### src/rtl/regwin_pkg.sv
package regwin_pkg;

  // Special-window selector, decoded from the low two address bits.
  typedef enum logic [1:0] {
    SP_G    = 2'd0,
    SP_D    = 2'd1,
    SP_PC   = 2'd2,
    SP_FLAG = 2'd3
  } spec_sel_e;

  // Condition-flag layout.
  localparam int FLAG_W   = 4;
  localparam int FLG_OVF  = 0;
  localparam int FLG_ZERO = 1;
  localparam int FLG_SIGN = 2;
  localparam int FLG_PAR  = 3;

endpackage

### src/rtl/regwin_addr_dec.sv
module regwin_addr_dec
  import regwin_pkg::*;
#(
  parameter int ADDR_W  = 6,
  parameter int NUM_GPR = 32
) (
  input  logic [ADDR_W-1:0] addr,
  output logic              is_spec,
  output logic              bad_idx,
  output logic [ADDR_W-2:0] gpr_idx,
  output spec_sel_e         sel
);
  localparam int          IDX_W = ADDR_W - 1;
  localparam logic [31:0] LIMIT = NUM_GPR;

  assign is_spec = addr[ADDR_W-1];
  assign gpr_idx = addr[IDX_W-1:0];
  assign sel     = spec_sel_e'(addr[1:0]);

  // Only a partly populated bank can see an illegal index.
  generate
    if (NUM_GPR < (1 << IDX_W)) begin : g_partial
      assign bad_idx = !is_spec && (32'(gpr_idx) >= LIMIT);
    end else begin : g_full
      assign bad_idx = 1'b0;
    end
  endgenerate

endmodule

### src/rtl/regwin_gpr_bank.sv
module regwin_gpr_bank #(
  parameter int DATA_W  = 32,
  parameter int NUM_GPR = 32,
  parameter int IDX_W   = 5,
  parameter int NRD     = 2
) (
  input  logic              clk,
  input  logic              rst,
  input  logic              we,
  input  logic [IDX_W-1:0]  widx,
  input  logic [DATA_W-1:0] wdata,
  input  logic [IDX_W-1:0]  ridx  [NRD],
  output logic [DATA_W-1:0] rdata [NRD]
);
  localparam logic [31:0] LIMIT = NUM_GPR;

  logic [DATA_W-1:0] mem [NUM_GPR];

  always_ff @(posedge clk) begin
    if (rst) begin
      for (int i = 0; i < NUM_GPR; i++) mem[i] <= '0;
    end else if (we) begin
      mem[widx] <= wdata;
    end
  end

  generate
    for (genvar p = 0; p < NRD; p++) begin : g_rd
      always_comb begin
        if (32'(ridx[p]) < LIMIT) rdata[p] = mem[ridx[p]];
        else                      rdata[p] = '0;
      end
    end
  endgenerate

  // an accepted write is visible at its index on the next cycle.
  p_write_lands_r2: assert property (@(posedge clk) disable iff (rst)
    we |=> mem[$past(widx)] == $past(wdata));

endmodule

### src/rtl/regwin_spec_regs.sv
module regwin_spec_regs
  import regwin_pkg::*;
#(
  parameter int DATA_W = 32
) (
  input  logic              clk,
  input  logic              rst,
  input  logic              we,
  input  spec_sel_e         sel,
  input  logic [DATA_W-1:0] wdata,
  input  logic [FLAG_W-1:0] flag_set,
  input  logic [FLAG_W-1:0] flag_clr,
  input  logic              pc_inc,
  output logic [DATA_W-1:0] g_q,
  output logic [DATA_W-1:0] d_q,
  output logic [DATA_W-1:0] pc_q,
  output logic [FLAG_W-1:0] flag_q
);
  logic              pc_we, flag_we;
  logic [FLAG_W-1:0] flag_base, flag_next;

  assign pc_we   = we && (sel == SP_PC);
  assign flag_we = we && (sel == SP_FLAG);

  always_comb begin
    flag_base = flag_we ? wdata[FLAG_W-1:0] : flag_q;
    flag_next = (flag_base & ~flag_clr) | flag_set;
  end

  always_ff @(posedge clk) begin
    if (rst) begin
      g_q    <= '0;
      d_q    <= '0;
      pc_q   <= '0;
      flag_q <= '0;
    end else begin
      if (we && sel == SP_G) g_q <= wdata;
      if (we && sel == SP_D) d_q <= wdata;
      if (pc_we)       pc_q <= wdata;
      else if (pc_inc) pc_q <= pc_q + DATA_W'(1);
      flag_q <= flag_next;
    end
  end

  // with no write to the flag word and no set or clear, the flags hold.
  p_flag_quiet_r5: assert property (@(posedge clk) disable iff (rst)
    (!flag_we && flag_set == '0 && flag_clr == '0) |=> $stable(flag_q));

  // a step without a competing write advances the counter by one.
  p_pc_step_r7: assert property (@(posedge clk) disable iff (rst)
    (pc_inc && !pc_we) |=> pc_q == $past(pc_q) + DATA_W'(1));

  // writing scratch G leaves the other special registers alone.
  p_spec_isolate_r6: assert property (@(posedge clk) disable iff (rst)
    (we && sel == SP_G && !pc_inc && flag_set == '0 && flag_clr == '0)
      |=> ($stable(d_q) && $stable(pc_q) && $stable(flag_q)));

endmodule

### src/rtl/regwin_file.sv
module regwin_file
  import regwin_pkg::*;
#(
  parameter int DATA_W  = 32,
  parameter int ADDR_W  = 6,
  parameter int NUM_GPR = 32
) (
  input  logic              clk,
  input  logic              rst,
  input  logic              rd_en_a,
  input  logic [ADDR_W-1:0] rd_addr_a,
  output logic [DATA_W-1:0] rd_data_a,
  input  logic              rd_en_b,
  input  logic [ADDR_W-1:0] rd_addr_b,
  output logic [DATA_W-1:0] rd_data_b,
  input  logic              wr_en,
  input  logic [ADDR_W-1:0] wr_addr,
  input  logic [DATA_W-1:0] wr_data,
  input  logic [FLAG_W-1:0] flag_set,
  input  logic [FLAG_W-1:0] flag_clr,
  input  logic              pc_inc,
  input  logic              err_clr,
  output logic              reg_err,
  output logic [DATA_W-1:0] pc_value,
  output logic [FLAG_W-1:0] flag_value
);
  localparam int IDX_W = ADDR_W - 1;
  localparam int NRD   = 2;

  // Read-port vectors
  logic [ADDR_W-1:0] rd_addr_v [NRD];
  logic [NRD-1:0]    rd_en_v, rd_spec_v, rd_bad_v;
  logic [IDX_W-1:0]  rd_idx_v  [NRD];
  spec_sel_e         rd_sel_v  [NRD];
  logic [DATA_W-1:0] gpr_rd_v  [NRD];
  logic [DATA_W-1:0] rd_mux_v  [NRD];

  // Write-port decode
  logic              w_spec, w_bad;
  logic [IDX_W-1:0]  w_idx;
  spec_sel_e         w_sel;
  logic              gpr_we, spec_we, err_hit;

  // Special registers
  logic [DATA_W-1:0] g_q, d_q, pc_q;
  logic [FLAG_W-1:0] flag_q;

  assign rd_addr_v[0] = rd_addr_a;
  assign rd_addr_v[1] = rd_addr_b;
  assign rd_en_v      = {rd_en_b, rd_en_a};
  assign rd_data_a    = rd_mux_v[0];
  assign rd_data_b    = rd_mux_v[1];

  generate
    for (genvar p = 0; p < NRD; p++) begin : g_port
      regwin_addr_dec #(.ADDR_W(ADDR_W), .NUM_GPR(NUM_GPR)) u_dec (
        .addr    (rd_addr_v[p]),
        .is_spec (rd_spec_v[p]),
        .bad_idx (rd_bad_v[p]),
        .gpr_idx (rd_idx_v[p]),
        .sel     (rd_sel_v[p])
      );

      always_comb begin
        if (rd_bad_v[p]) begin
          rd_mux_v[p] = '0;
        end else if (rd_spec_v[p]) begin
          case (rd_sel_v[p])
            SP_G:    rd_mux_v[p] = g_q;
            SP_D:    rd_mux_v[p] = d_q;
            SP_PC:   rd_mux_v[p] = pc_q;
            SP_FLAG: rd_mux_v[p] = {{(DATA_W-FLAG_W){1'b0}}, flag_q};
            default: rd_mux_v[p] = '0;
          endcase
        end else begin
          rd_mux_v[p] = gpr_rd_v[p];
        end
      end
    end
  endgenerate

  regwin_addr_dec #(.ADDR_W(ADDR_W), .NUM_GPR(NUM_GPR)) u_wdec (
    .addr    (wr_addr),
    .is_spec (w_spec),
    .bad_idx (w_bad),
    .gpr_idx (w_idx),
    .sel     (w_sel)
  );

  assign gpr_we  = wr_en && !w_spec && !w_bad;
  assign spec_we = wr_en && w_spec;
  assign err_hit = (|(rd_en_v & rd_bad_v)) || (wr_en && w_bad);

  regwin_gpr_bank #(
    .DATA_W(DATA_W), .NUM_GPR(NUM_GPR), .IDX_W(IDX_W), .NRD(NRD)
  ) u_bank (
    .clk   (clk),
    .rst   (rst),
    .we    (gpr_we),
    .widx  (w_idx),
    .wdata (wr_data),
    .ridx  (rd_idx_v),
    .rdata (gpr_rd_v)
  );

  regwin_spec_regs #(.DATA_W(DATA_W)) u_spec (
    .clk      (clk),
    .rst      (rst),
    .we       (spec_we),
    .sel      (w_sel),
    .wdata    (wr_data),
    .flag_set (flag_set),
    .flag_clr (flag_clr),
    .pc_inc   (pc_inc),
    .g_q      (g_q),
    .d_q      (d_q),
    .pc_q     (pc_q),
    .flag_q   (flag_q)
  );

  // Sticky error: a new hit wins over a clear.
  always_ff @(posedge clk) begin
    if (rst)          reg_err <= 1'b0;
    else if (err_hit) reg_err <= 1'b1;
    else if (err_clr) reg_err <= 1'b0;
  end

  assign pc_value   = pc_q;
  assign flag_value = flag_q;

  // the error stays up unless cleared.
  p_err_sticky_r4: assert property (@(posedge clk) disable iff (rst)
    (reg_err && !err_clr) |=> reg_err);

  // an illegal write always raises the error.
  p_err_raise_r4: assert property (@(posedge clk) disable iff (rst)
    (wr_en && w_bad) |=> reg_err);

  // a clear with no competing hit drops the error.
  p_err_clear_r4: assert property (@(posedge clk) disable iff (rst)
    (err_clr && !err_hit) |=> !reg_err);

endmodule

### config.mk
export PLATFORM = sky130hd
export DESIGN_NAME = regwin_file
export DESIGN_NICKNAME = d
export VERILOG_FILES = /design/src/rtl/regwin_pkg.sv /design/src/rtl/regwin_addr_dec.sv /design/src/rtl/regwin_gpr_bank.sv /design/src/rtl/regwin_spec_regs.sv /design/src/rtl/regwin_file.sv
export SDC_FILE = /design/constraint.sdc
export NUM_CORES = 2
export LEC_CHECK = 0
export ABC_CLOCK_PERIOD_IN_PS = 5550
export BUFFER_PORTS_ARGS = -buffer_cell sky130_fd_sc_hd__buf_2
export CAP_MARGIN = 5
export CORE_AREA = 5 5 432 434
export CTS_BUF_LIST = sky130_fd_sc_hd__clkbuf_8 sky130_fd_sc_hd__clkbuf_16
export CTS_CLUSTER_SIZE = 24
export DETAILED_ROUTE_END_ITERATION = 10
export DIE_AREA = 0 0 437 439
export HOLD_SLACK_MARGIN = 0.08
export SETUP_SLACK_MARGIN = 0.3
export SYNTH_ARGS = -nofsm -noshare
export SYNTH_HDL_FRONTEND = slang
export SYNTH_HIERARCHICAL = 1
export SYNTH_SLANG_ARGS = --single-unit
### constraint.sdc
create_clock -name clk -period 5.55 [get_ports clk]
set_input_delay 0.8325 -clock clk [delete_from_list [all_inputs] [get_ports clk]]
set_output_delay 0.8325 -clock clk [all_outputs]
set_load 0.02 [all_outputs]
**Word level (Yosys, flattened, before mapping)**

Memories as Yosys holds them, arrays and structs flattened.
Index checks and enable logic that the tools add are counted.

- ROM bits: 0
- Latch bits: 0
- Output and inout port bits: 101
- RAM bits: 1024
- Register bits: 100
- Input port bits: 65
- Logic and storage cells: 45
- Memories kept: 1

Memories:

| memory | words | width | read ports | clocked after Yosys merged registers in | wr ports | line | text |
|---|---|---|---|---|---|---|---|
| u_bank.mem | 32 | 32 | 2 | 0 | 32 | regwin_gpr_bank.sv:17 | `logic [DATA_W-1:0] mem [NUM_GPR];` |

- Reductions and logical operators: 12
- Eq/ne operators: 9
- Multiply operators: 0
- Multiplexer cells: 15
- Div/mod/pow operators: 0
- Bitwise logic cells: 3
- Shift-type cells: 0
- Add/sub/neg operators: 1
- $lt $le $gt $ge: 0

Operators with widths:

| cell | number |
|---|---|
| $pmux W32 S4 | 2 |
| $mux W32 | 5 |
| $add A32 B1 Y32 const B | 1 |
| $reduce_or A32 Y1 | 1 |
| $eq A2 B2 Y1 const B | 6 |
| $eq A2 B1 Y1 const B | 3 |
| $logic_and A1 B1 Y1 | 6 |
| $logic_not A2 Y1 | 3 |
| $mux W1 | 6 |
| $mux W5 | 1 |
| $and A4 B4 Y4 | 1 |
| $mux W4 | 1 |
| $not A4 Y4 | 1 |
| $or A4 B4 Y4 | 1 |
| $reduce_bool A2 Y1 | 1 |
| $logic_not A1 Y1 | 1 |

**Depth between registers and ports, before layout**

- Depth after elaboration: 7
- Depth in mapped cells: 11
- Depth with buffers taken out: 7

**By module**

Netlist, hierarchy kept.

By module, submodules not included:

| module | cells each | sequential area each (um^2) | instances | area each (um^2) |
|---|---|---|---|---|
| regwin_gpr_bank | 4640 | 30749.5 | 1 | 56467.9 |
| regwin_spec_regs | 547 | 2001.9 | 1 | 4344.2 |
| regwin_file | 329 | 20.0 | 1 | 2436.1 |
| regwin_addr_dec | 10 | 0.0 | 3 | 71.3 |

**Worst setup path after synthesis**

OpenSTA, ideal clock, no wires.

- Path type: input -> output
- From: in rd_addr_a[1]
- To: out rd_data_a[30]
- Arrival time: 2598 ps
- Data required time: 4718 ps
- Buffers on the path: 5
- Stages on the path: 11
- Path slack: 2120 ps
- Cells stage by stage: buf_4 > buf_4 > buf_6 > buf_6 > buf_4 > mux2i_1 > a22oi_1 > nand3_1 > nand3_1 > nor2_1 > a311oi_1

RTL lines:

| element | line | text |
|---|---|---|
| start: declaration | regwin_file.sv:11 | `input logic [ADDR_W-1:0] rd_addr_a,` |
| end: declaration | regwin_file.sv:12 | `output logic [DATA_W-1:0] rd_data_a,` |

==> metrics.log <==
INFO  metric worst_ir_drop_vdd = 0.311 mV
INFO  metric final_max_slew_viol_count = 0
INFO  metric slew-limit-headroom = 15.8%
INFO  metric flow.area_growth_from_synthesis = 11.1%
INFO  metric ys_ff_latch = 1125
INFO  metric ctsRootBufferMaster = sky130_fd_sc_hd__clkbuf_16
INFO  metric instances_no_fill = 7976
INFO  metric synthMuxAreaShare = 17.5%
INFO  metric cts.htree.levels = 4
INFO  metric hpwl = 144000 um
INFO  metric number_of_standard_cell_rows_in_the_floorplan = 157
INFO  metric result_of_the_run = finished, final reports clean
INFO  metric finalHoldViolations = 0
INFO  metric avgSynthCellArea = 11.4 um2
INFO  metric initial_utilization = 34.8%
INFO  metric layout.area.seq = 0.0328 mm2
INFO  metric power.density_cell_area = 295 mW/mm2
INFO  metric synth.cell_area = 0.0635 mm2
INFO  metric synth_top_flop_cell = sky130_fd_sc_hd__edfxtp_1
INFO  metric timing.reg2reg.worst_path_depth = 4
INFO  metric synth_edf_count = 1024
INFO  metric largest_family_of_logic_cells_by_synthesized_area = multiplexers
INFO  metric cts_post_setup_buffers_inserted = 0
INFO  metric grt_antenna_before_repair = 18
INFO  metric synth_xor_xnor_area_share = 0.152%
INFO  metric grt_util_all_layers = 23.7%
INFO  metric seq_area_frac_synth = 51.6%
INFO  metric num_io_pins = 166
INFO  metric routed_wirelength = 236000 um
INFO  metric critPathKind = in -> out
INFO  metric worst_slew_pin_slew = 1.26 ns
INFO  metric netlist-cell-type-count = 65
INFO  metric timing.final.crit_period = 4.88 ns
INFO  metric p_leak = 27.3 nW
INFO  metric cts.clk_slew.worst_paths = 0.06 ns
INFO  metric post_drt_via_cell_ratio = 5.85
INFO  metric core_area = 0.182 mm2
INFO  metric synth_simple_gate_area_share = 17.2%
INFO  metric port_buffers = 165
INFO  metric grt_start_max_net_pins = 83
INFO  metric numnets_final = 5558
INFO  metric final_min_period_over_clock_period = 87.9%
INFO  metric most-common-layout-cells = sky130_fd_sc_hd__mux2i_1, sky130_fd_sc_hd__and2_1, sky130_fd_sc_hd__edfxtp_1
INFO  metric die_x = 437 um
INFO  metric fp.dieH = 439 um
INFO  metric synth.yosys.warnings = 6
INFO  metric gp_congestion = 0.862
INFO  metric tritoncts_clock_tree = built
INFO  metric endpoint_of_the_worst_register_to_register_path = u_spec/pc_q[29]
INFO  metric rsz0062_at_grt = no
INFO  metric drt_first_iter_violations = 5620
INFO  metric clock-sinks = 1125
INFO  metric layout_commonest_cell = sky130_fd_sc_hd__mux2i_1
INFO  metric r2r_setup_slack = 2.57 ns
INFO  metric worst_setup_path_startpoint = rd_addr_a[1]
INFO  metric numCtsBuffers = 131
INFO  metric skew = 0.0307 ns
INFO  metric multiInputGateArea = 0.0277 mm2
INFO  metric holdCritStartpoint = flag_set[0]
INFO  metric clkLatencyLatePin = 0.77 ns
INFO  metric finalSetupViolCount = 0
INFO  metric min_path_type = in -> reg
INFO  metric fin_hold_ws = 0.270 ns
INFO  metric floorplan.die_area = 0.192 mm2
INFO  metric grt_overflow_total = 0
INFO  metric fraction_of_the_mapped_netlist_area_in_adder_cells = 0.0197%
INFO  metric synth-compound-area-share = 8.54%
INFO  metric syn-instance-count = 5546
INFO  metric max_clock_freq = 205 MHz
INFO  metric critPathCaptureType = output port
INFO  metric cap_viol_max_count = 0
INFO  metric crit_path_start_kind = input port
INFO  metric share_of_flip_flops_with_an_asynchronous_set_or_reset_after_synthesis = 0%
INFO  metric r2r_start = u_spec/pc_q[9]
INFO  metric routedWlPerCell = 29.6 um
INFO  metric layout.filler_cells = 17400
INFO  metric crit_required = 4.72 ns
INFO  metric critPathMaxFanout = 54
INFO  metric drive_above_1_share = 11.6%
INFO  metric grt_pass1_wl = 331000 um
INFO  metric ctsLongestPathBuffers = 3
INFO  metric num_vias = 46700
INFO  metric antenna_violating_nets_post_route = 0
INFO  metric dr.pass1.iters = 6
INFO  metric placedCellCount = 7744
INFO  metric cp_data_arrival_time = 4.05 ns
INFO  metric critical_path.endpoint = rd_data_a[13]
INFO  metric mappedNetlistNets = 5612
INFO  metric vias_in_the_first_global_route = 45900
INFO  metric setup-tns-final = 0 ns
INFO  metric remaining_drc_errors = 0
## worst max-delay path: stages
cell	delay [ns]
sky130_fd_sc_hd__buf_8	0.44
sky130_fd_sc_hd__buf_4	0.50
sky130_fd_sc_hd__buf_4	0.53
sky130_fd_sc_hd__mux2i_1	0.14
sky130_fd_sc_hd__a22oi_1	0.20
sky130_fd_sc_hd__nand3_1	0.12
sky130_fd_sc_hd__nand3_1	0.11
sky130_fd_sc_hd__nor2_1	0.06
sky130_fd_sc_hd__a211oi_2	0.65
sky130_fd_sc_hd__buf_4	0.21
sky130_fd_sc_hd__buf_2	0.15
## worst min-delay path by stage
stage                             endpoint  slack, ns  cells after the start
final                     u_spec/flag_q[0]       0.27                      3
after global routing      u_spec/flag_q[2]       0.27                      3
after CTS                 u_spec/flag_q[0]       0.23                      3
after detailed placement    u_spec/g_q[24]       0.46                      2
after floorplan              u_spec/d_q[0]       0.44                      2
after global placement       u_spec/g_q[1]       0.45                      2
## registers in the layout (all words and copies together) (netlist names)
name / count
reg_err: 1
u_bank/mem: 1024
u_spec/d_q: 32
u_spec/flag_q: 4
u_spec/g_q: 32
u_spec/pc_q: 32
## report_power, final
part	switching, mW	internal [mW]	leakage, nW
registers	0.244	9.65	10.5
logic	1.73	0.828	14.6
clock network	3.52	4.80	2.12
total	5.49	15.3	27.3
## layout make-up
type / instances / share of cell area [%]
sequential: 1125 / 46.5
multi-input combinational: 3854 / 39.3
clock inverter: 90 / 0.897
tap: 2385 / 4.23
timing repair buffer: 370 / 4.14
antenna: 6 / 0.0213
clock buffer: 136 / 4.81
inverter: 10 / 0.0533
## synthesized netlist by cell type, drive strengths merged, types with 8 or more instances
cell type     n  area, um2
mux2i      1089      10900
and2       1028       6430
edfxtp     1024      30700
nand2       366       1380
clkbuf      316       1280
a21oi       265       1330
buf         241       1810
nand3       208       1050
a22oi       194       1460
nor2        138        658
a22o        128       1120
dfxtp       101       2020
nor3         68        340
a31oi        64        400
or2          62        388
a311oi       43        402
a211oi       41        313
a2bb2oi      28        245
or4          15        113
nand4        11       87.6
o31ai        11       82.6
inv          10       37.5
nand3b       10       87.6
mux4          8        188
nand2b        8       50.1
or3           8       55.1
## metrics by stage
step                setup WS [ns]  total power, mW  instance area (um2)  util (%)
floorplan                    2.12             11.5                63500         -
global placement            0.186             12.5                66400      36.4
detailed placement          0.145             12.6                66400      36.4
CTS                         0.578             20.8                70500      38.7
global route                0.537             21.3                70500      38.7
finish                      0.672             20.8                70500      38.7
## layer usage
| layer | vias to the layer above | routed length [um] | GRT usage, % |
|---|---|---|---|
| met5 | - | 0 | 0 |
| met4 | 0 | 16300 | 14.9 |
| met3 | 618 | 20300 | 4.06 |
| met2 | 2559 | 108000 | 37.8 |
| met1 | 23400 | 91500 | 29.8 |
| li1 | 20100 | - | - |
## kinds of logic (layout without fill, tap and decap cells)
| group | Yosys count | in the layout |
|---|---|---|
| other | 3 | 9 |
| muxes | 1101 | 1101 |
| DFF | 1125 | 1125 |
| xor gates and xnor gates | 11 | 11 |
| and+or+nand+nor | 1954 | 1954 |
| buffers and inverters | 567 | 606 |
| AOI/OAI and AO/OA | 784 | 784 |
| adders and majority gates | 1 | 1 |
## repair_timing
item | in CTS | in global routing
endpoints found under the setup margin | 1 | 0
hold buffers | 0 | 0
gates resized for setup | 1 | 0
(Power assumes the default switching activity.)
